File: config.mk
export PLATFORM = sky130hd
export DESIGN_NAME = uart_flow_ctrl
export DESIGN_NICKNAME = d
export VERILOG_FILES = /design/src/rtl/ufc_pkg.sv /design/src/rtl/ufc_char_match.sv /design/src/rtl/ufc_tx_gate.sv /design/src/rtl/ufc_rts_ctrl.sv /design/src/rtl/uart_flow_ctrl.sv
export SDC_FILE = /design/constraint.sdc
export NUM_CORES = 1
export LEC_CHECK = 0
export BUFFER_PORTS_ARGS = -buffer_cell sky130_fd_sc_hd__buf_4
export CORE_MARGIN = 8
export CORE_UTILIZATION = 40
export CTS_BUF_LIST = sky130_fd_sc_hd__clkbuf_16
export CTS_CLUSTER_SIZE = 40
export DETAILED_ROUTE_END_ITERATION = 16
export GPL_ROUTABILITY_DRIVEN = 0
export GPL_TIMING_DRIVEN = 0
export PLACE_DENSITY_LB_ADDON = 0.15
export SKIP_LAST_GASP = 1
export SYNTH_ARGS = -nofsm -noshare
export SYNTH_HDL_FRONTEND = slang
export SYNTH_SLANG_ARGS = --single-unit
File: constraint.sdc
create_clock -name clk -period 3.6 [get_ports clk]
set_input_delay 1.08 -clock clk [delete_from_list [all_inputs] [get_ports clk]]
set_output_delay 1.08 -clock clk [all_outputs]
set_load 0.02 [all_outputs]
File: src/rtl/ufc_pkg.sv
package ufc_pkg;
  localparam int unsigned FB_AUTO_CTS = 7;
  localparam int unsigned FB_AUTO_RTS = 6;
  localparam int unsigned FB_SPECIAL  = 5;

  typedef enum logic [1:0] {
    FM_OFF   = 2'd0,
    FM_PAIR1 = 2'd1,
    FM_PAIR2 = 2'd2,
    FM_SEQ   = 2'd3
  } flow_mode_e;
endpackage

File: src/rtl/ufc_char_match.sv
module ufc_char_match
  import ufc_pkg::*;
#(
  parameter int unsigned DW = 8
) (
  input  logic          clk,
  input  logic          rst,
  input  flow_mode_e    mode,
  input  logic          spec_en,
  input  logic [DW-1:0] xon1,
  input  logic [DW-1:0] xon2,
  input  logic [DW-1:0] xoff1,
  input  logic [DW-1:0] xoff2,
  input  logic [DW-1:0] rx_char,
  input  logic          rx_valid,
  output logic          fifo_wr,
  output logic [DW-1:0] fifo_data,
  output logic          spec_hit,
  output logic          on_hit,
  output logic          off_hit
);
  logic [DW-1:0] held_q, defer_q;
  logic          held_v, defer_v;

  logic          eff_v;
  logic [DW-1:0] cur;
  logic          is_spec;

  assign eff_v   = rx_valid | defer_v;
  assign cur     = defer_v ? defer_q : rx_char;
  assign is_spec = spec_en && (cur == xoff2);

  logic          wr_n, spec_n, on_n, off_n, hold_set, hold_clr, defer_set;
  logic [DW-1:0] data_n;

  always_comb begin
    wr_n      = 1'b0;
    data_n    = cur;
    spec_n    = 1'b0;
    on_n      = 1'b0;
    off_n     = 1'b0;
    hold_set  = 1'b0;
    hold_clr  = 1'b0;
    defer_set = 1'b0;
    if (eff_v) begin
      if (held_v) begin
        hold_clr = 1'b1;
        if (!is_spec && held_q == xon1 && cur == xon2) begin
          on_n = 1'b1;
        end else if (!is_spec && held_q == xoff1 && cur == xoff2) begin
          off_n = 1'b1;
        end else begin
          wr_n      = 1'b1;
          data_n    = held_q;
          defer_set = 1'b1;
        end
      end else if (is_spec) begin
        wr_n   = 1'b1;
        spec_n = 1'b1;
      end else begin
        unique case (mode)
          FM_PAIR1: begin
            if (cur == xon1)       on_n  = 1'b1;
            else if (cur == xoff1) off_n = 1'b1;
            else                   wr_n  = 1'b1;
          end
          FM_PAIR2: begin
            if (cur == xon2)       on_n  = 1'b1;
            else if (cur == xoff2) off_n = 1'b1;
            else                   wr_n  = 1'b1;
          end
          FM_SEQ: begin
            if (cur == xon1 || cur == xoff1) hold_set = 1'b1;
            else                             wr_n     = 1'b1;
          end
          default: wr_n = 1'b1;
        endcase
      end
    end
  end

  always_ff @(posedge clk) begin
    if (rst) begin
      held_v    <= 1'b0;
      held_q    <= '0;
      defer_v   <= 1'b0;
      defer_q   <= '0;
      fifo_wr   <= 1'b0;
      fifo_data <= '0;
      spec_hit  <= 1'b0;
      on_hit    <= 1'b0;
      off_hit   <= 1'b0;
    end else begin
      fifo_wr  <= wr_n;
      spec_hit <= spec_n;
      on_hit   <= on_n;
      off_hit  <= off_n;
      if (wr_n) fifo_data <= data_n;
      defer_v <= defer_set;
      if (defer_set) defer_q <= cur;
      if (hold_set) begin
        held_v <= 1'b1;
        held_q <= cur;
      end else if (hold_clr) begin
        held_v <= 1'b0;
      end
    end
  end

  // a special flag only ever comes with a write
  p_spec_with_write_r10: assert property (@(posedge clk) disable iff (rst)
    spec_hit |-> fifo_wr);
  // every write is due to a character presented one cycle earlier
  p_write_has_source_r6: assert property (@(posedge clk) disable iff (rst)
    fifo_wr |-> ($past(rx_valid) || $past(defer_v)));
  // flow hits only arise while a flow mode was active
  p_hit_needs_mode_r7: assert property (@(posedge clk) disable iff (rst)
    (on_hit || off_hit) |-> ($past(mode) != FM_OFF));
endmodule

File: src/rtl/ufc_tx_gate.sv
module ufc_tx_gate
  import ufc_pkg::*;
(
  input  logic       clk,
  input  logic       rst,
  input  logic       auto_cts,
  input  flow_mode_e mode,
  input  logic       on_hit,
  input  logic       off_hit,
  input  logic       cts_n,
  input  logic       tx_idle,
  input  logic       tx_char_done,
  output logic       tx_allow,
  output logic       cts_evt
);
  logic cts_q, cts_d, sw_stall, stall;

  assign stall = (auto_cts & cts_q) | sw_stall;

  always_ff @(posedge clk) begin
    if (rst) begin
      cts_q    <= 1'b0;
      cts_d    <= 1'b0;
      cts_evt  <= 1'b0;
      sw_stall <= 1'b0;
      tx_allow <= 1'b1;
    end else begin
      cts_q   <= cts_n;
      cts_d   <= cts_q;
      cts_evt <= auto_cts & cts_q & ~cts_d;
      if (mode == FM_OFF)  sw_stall <= 1'b0;
      else if (off_hit)    sw_stall <= 1'b1;
      else if (on_hit)     sw_stall <= 1'b0;
      if (!stall)                       tx_allow <= 1'b1;
      else if (tx_idle || tx_char_done) tx_allow <= 1'b0;
    end
  end

  // mid-character, permission is never withdrawn
  p_hold_midchar_r3: assert property (@(posedge clk) disable iff (rst)
    (tx_allow && !tx_idle && !tx_char_done) |=> tx_allow);
  // the CTS event is a single-cycle pulse
  p_cts_evt_pulse_r4: assert property (@(posedge clk) disable iff (rst)
    cts_evt |=> !cts_evt);
  // permission returns only once no stall source remains
  p_allow_rise_r2: assert property (@(posedge clk) disable iff (rst)
    $rose(tx_allow) |-> !$past(stall));
endmodule

File: src/rtl/ufc_rts_ctrl.sv
module ufc_rts_ctrl #(
  parameter int unsigned CW = 6
) (
  input  logic          clk,
  input  logic          rst,
  input  logic          auto_rts,
  input  logic [CW-1:0] rx_count,
  input  logic [CW-1:0] rx_trig,
  output logic          rts_n
);
  always_ff @(posedge clk) begin
    if (rst) rts_n <= 1'b0;
    else     rts_n <= auto_rts && (rx_count >= rx_trig);
  end

  // without automatic RTS the line stays asserted
  p_rts_manual_r5: assert property (@(posedge clk) disable iff (rst)
    !auto_rts |=> !rts_n);
endmodule

File: src/rtl/uart_flow_ctrl.sv
module uart_flow_ctrl
  import ufc_pkg::*;
#(
  parameter int unsigned DW         = 8,
  parameter int unsigned FIFO_DEPTH = 32,
  localparam int unsigned CW        = $clog2(FIFO_DEPTH + 1)
) (
  input  logic          clk,
  input  logic          rst,
  input  logic [7:0]    feat,
  input  logic [DW-1:0] xon1,
  input  logic [DW-1:0] xon2,
  input  logic [DW-1:0] xoff1,
  input  logic [DW-1:0] xoff2,
  input  logic [DW-1:0] rx_char,
  input  logic          rx_valid,
  input  logic          tx_idle,
  input  logic          tx_char_done,
  input  logic          cts_n,
  input  logic [CW-1:0] rx_count,
  input  logic [CW-1:0] rx_trig,
  output logic          tx_allow,
  output logic          rts_n,
  output logic          cts_evt,
  output logic          fifo_wr,
  output logic [DW-1:0] fifo_data,
  output logic          spec_hit
);
  flow_mode_e mode;
  logic       on_hit, off_hit;

  assign mode = flow_mode_e'(feat[1:0]);

  ufc_char_match #(.DW(DW)) u_match (
    .clk(clk), .rst(rst), .mode(mode), .spec_en(feat[FB_SPECIAL]),
    .xon1(xon1), .xon2(xon2), .xoff1(xoff1), .xoff2(xoff2),
    .rx_char(rx_char), .rx_valid(rx_valid),
    .fifo_wr(fifo_wr), .fifo_data(fifo_data), .spec_hit(spec_hit),
    .on_hit(on_hit), .off_hit(off_hit)
  );

  ufc_tx_gate u_gate (
    .clk(clk), .rst(rst), .auto_cts(feat[FB_AUTO_CTS]), .mode(mode),
    .on_hit(on_hit), .off_hit(off_hit), .cts_n(cts_n),
    .tx_idle(tx_idle), .tx_char_done(tx_char_done),
    .tx_allow(tx_allow), .cts_evt(cts_evt)
  );

  ufc_rts_ctrl #(.CW(CW)) u_rts (
    .clk(clk), .rst(rst), .auto_rts(feat[FB_AUTO_RTS]),
    .rx_count(rx_count), .rx_trig(rx_trig), .rts_n(rts_n)
  );

  // reset leaves transmission permitted and RTS asserted
  p_reset_state_r1: assert property (@(posedge clk)
    $past(rst) |-> (tx_allow && !rts_n && !fifo_wr && !cts_evt));
endmodule

==> metrics.md <==
| Metric | Value |
|---|---|
| Status | `completed` |
| Initial Utilization | `40.68%` |
| Synth Register Bits | `36` |
| Commonest cells in the netlist | `39 x xnor2_1, 36 x dfxtp_1, 15 x nor2_1` |
| Core Box Area | `6241 sq um` |
| Setup crit end kind | `flip-flop` |
| Design area | `approximately 3300 sq um` |
| Crit Reg-Reg Startpoint | `u_match.defer_v` |
| # IOs | `slightly below 80` |
| Setup TNS | `0 ns` |
| Critical Path Source | `rx_char[6]` |
| Multi-input gate area | `roughly 1700 sq um` |
| Layout Cells excl Fill | `around 420` |
| Post-CTS setup buffers | `0` |
| Post-DR wirelength/cell | `16.51 microns` |
| Routed wire length | `6853 microns` |
| First-pass GRT wire length | `11020 microns` |
| Reg2Reg Setup Slack | `slightly below 0.5 ns` |
| Setup WS pre-CTS | `-0.07099 ns` |
| Die H | `between 90 and 100 microns` |
| Cell Int Power | `778.2 uW` |
| Comb pwr share | `between 20 and 25%` |
| DIE WIDTH | `between 90 and 100 microns` |
| Largest fanout on the critical path | `9` |
| Final core utilization | `a little over half` |
| RSZ-0062 raised after global routing | `false` |
| Dpl cells | `between 400 and 500` |
| Avg Inst Size Synth | `a little under 10 sq um` |
| EDFF count, synth | `0` |
| Worst-Margin Slew | `0.6292 ns` |
| Sw frac | `24.40%` |
| Most numerous cell in the Yosys netlist | `xnor2_1` |
| Registers with the most flip-flops | `u_match.defer_q x8, u_match.fifo_data x8, u_match.held_q x8` |
| Setup slack after layout | `roughly 0.22 ns` |
| Min cycle time layout | `3.383 ns` |
| Setup crit start kind | `input port` |
| Port-buffer cells | `75` |
| Antenna cells | `0` |
| NetSw | `251.2 uW` |
| Die area | `9152 sq um` |
| Final Cycle Share | `between 90% and 100%` |
| Worst path slowest cell | `mux2i_2` |
| Vias in the first global route | `approximately 2.3k` |
| Share of layout cells above drive strength 1 | `33.43%` |
| Initial drt markers | `77` |
| Clock transition at path regs | `0.05 ns` |
| Mapped Cells | `between 200 and 300` |
| Total Nets Final | `416` |
| Clock power share | `37.4%` |
| Clk root buf | `clkbuf_16` |
| PnR Total Power | `roughly 1 mW` |
| CP arrival | `between 3 and 4 ns` |
| CTS Sinks | `36` |
| First-pass detailed-route iteration total | `4` |
| CTS max path bufs | `2` |
| P&R area growth vs syn | `30.90%` |
| Minimum hold slack | `0.4598 ns` |
| Main synth FF type | `dfxtp_1` |
| Ranking of synthesized cells by area | `dfxtp_1 28%, xnor2_1 13%, mux2i_4 6.2%` |
| Setup CP Type | `in -> reg` |
| Req. time, crit path | `3.76 ns` |
| Grt ovf | `0` |
| Largest net degree at the start of global routing | `11` |
| Hold crit path type | `reg -> reg` |
| Final number of hold-violating endpoints | `0` |
| Vias | `2121` |
| Cell area power density | `between 300 and 400 nW/um^2` |
| Worst path max stage delay | `0.51 ns` |
| Hold Startpoint | `u_gate.tx_allow` |
| TritonCTS clock tree | `built` |
| Max-cap viol count | `0` |
| Slew Limit Fails | `0` |
| H-Tree Depth | `2` |
| Synth unique cells | `44` |
| Hold buffer count at cts | `0` |
| Tot GR Track Use | `15.56%` |
| Syn Nets | `334` |
| Relative slew slack | `57.23%` |
| Placed instance area | `between 3000 and 4000 sq um` |
| Sequential share of power | `about two fifths` |
| Post-synth top area share | `28.39%` |
| Num rows | `29` |
| Fillcell total | `608` |
| Max VDD drop | `0.2248 mV` |
| Post-CTS Resized | `0` |
| Residual DRC | `0` |
| Critical-path cell list | `buf_4 -> mux2i_2 -> xnor2_1 -> nor4_2 -> nand4_1 -> o2111ai_4 -> o311a_1 -> buf_6 -> mux2_4` |
| Most area-hungry cell type in the Yosys netlist | `dfxtp_1` |
| Worst Clk Skew | `0.005813 ns` |
| Vias per cell | `5.111` |
| Sequential area share after synthesis | `28.39%` |
| Antenna violations before repair | `0` |
| Final setup fails | `0` |
| Fmax | `295.6 MHz` |
| Antenna Nets Post-Route | `0` |
| Asr flop ratio synth | `0%` |
| Mapped Area | `2539 sq um` |
| Inserted Clock Buffers | `5` |
| Skew-Pair Late Insertion Delay | `roughly 0.28 ns` |
| Static Leakage | `1.322 nW` |
| Yosys warnings | `0` |
| Hpwl dp | `5316 microns` |
| Register area | `between 700 and 800 sq um` |
## metal layers
metal	vias to the layer above	wire length, microns	GRT usage (%)
met5	-	0	0
met4	0	122	5.890
met3	10	478	4.409
met2	58	3262	25.89
met1	975	2990	18.52
li1	1078	-	-
## power by group through the flow
stage          sequential [mW]  clock (mW)  combinational, mW
6_report                 0.414       0.385              0.231
3_5_place_dp             0.422           0              0.233
4_1_cts                  0.414       0.393              0.234
5_1_grt                  0.415       0.409              0.251
2_1_floorplan            0.433           0              0.121
3_3_place_gp             0.422           0              0.230
## placed cells by master (no fill, tap or decap), drive strengths merged, types with 2 or more instances in the layout
cell type,instances
a21oi,12
mux2i,8
nor2b,10
a21o,4
nand4,2
and4b,4
nand2b,2
inv,11
nand3,4
nand2,13
xnor2,39
a211oi,10
a221oi,8
nor4,13
mux2,8
dfxtp,36
or2,9
xor2,9
ha,10
nor4b,4
clkbuf,10
nor2,15
nor3b,2
buf,82
o2111ai,3
## cell families after synthesis
family | share of synthesized area [%]
AOI/OAI and AO/OA | 13.45
xor gates and xnor gates | 16.56
adders and majority gates | 4.929
buffers and inverters | 4.682
DFF | 28.39
muxes | 11.48
and+or+nand+nor | 20.50
## critical path, delay by kind of cell
| kind | cells | cell delay (ns) |
|---|---|---|
| muxes | 2 | 0.81 |
| and+or+nand+nor | 2 | 0.62 |
| AOI/OAI and AO/OA | 2 | 0.61 |
| buffers and inverters | 2 | 0.28 |
| xor gates and xnor gates | 1 | 0.15 |
## worst paths after layout
kind,to,cells after the start
max reg2reg,u_match.fifo_data[4],9
min,u_gate.tx_allow,1
max,u_match.fifo_data[4],9
min reg2reg,u_gate.tx_allow,1
## cell type report
class	instances	share of cell area [%]
Buffer	12	2.334
Multi-Input combinational cell	199	51.13
Clock buffer	5	3.765
Inverter	11	1.242
Tap cell	77	2.899
Sequential cell	36	21.69
Timing Repair Buffer	75	16.94
Note: power is estimated with default switching activity, not from simulation.
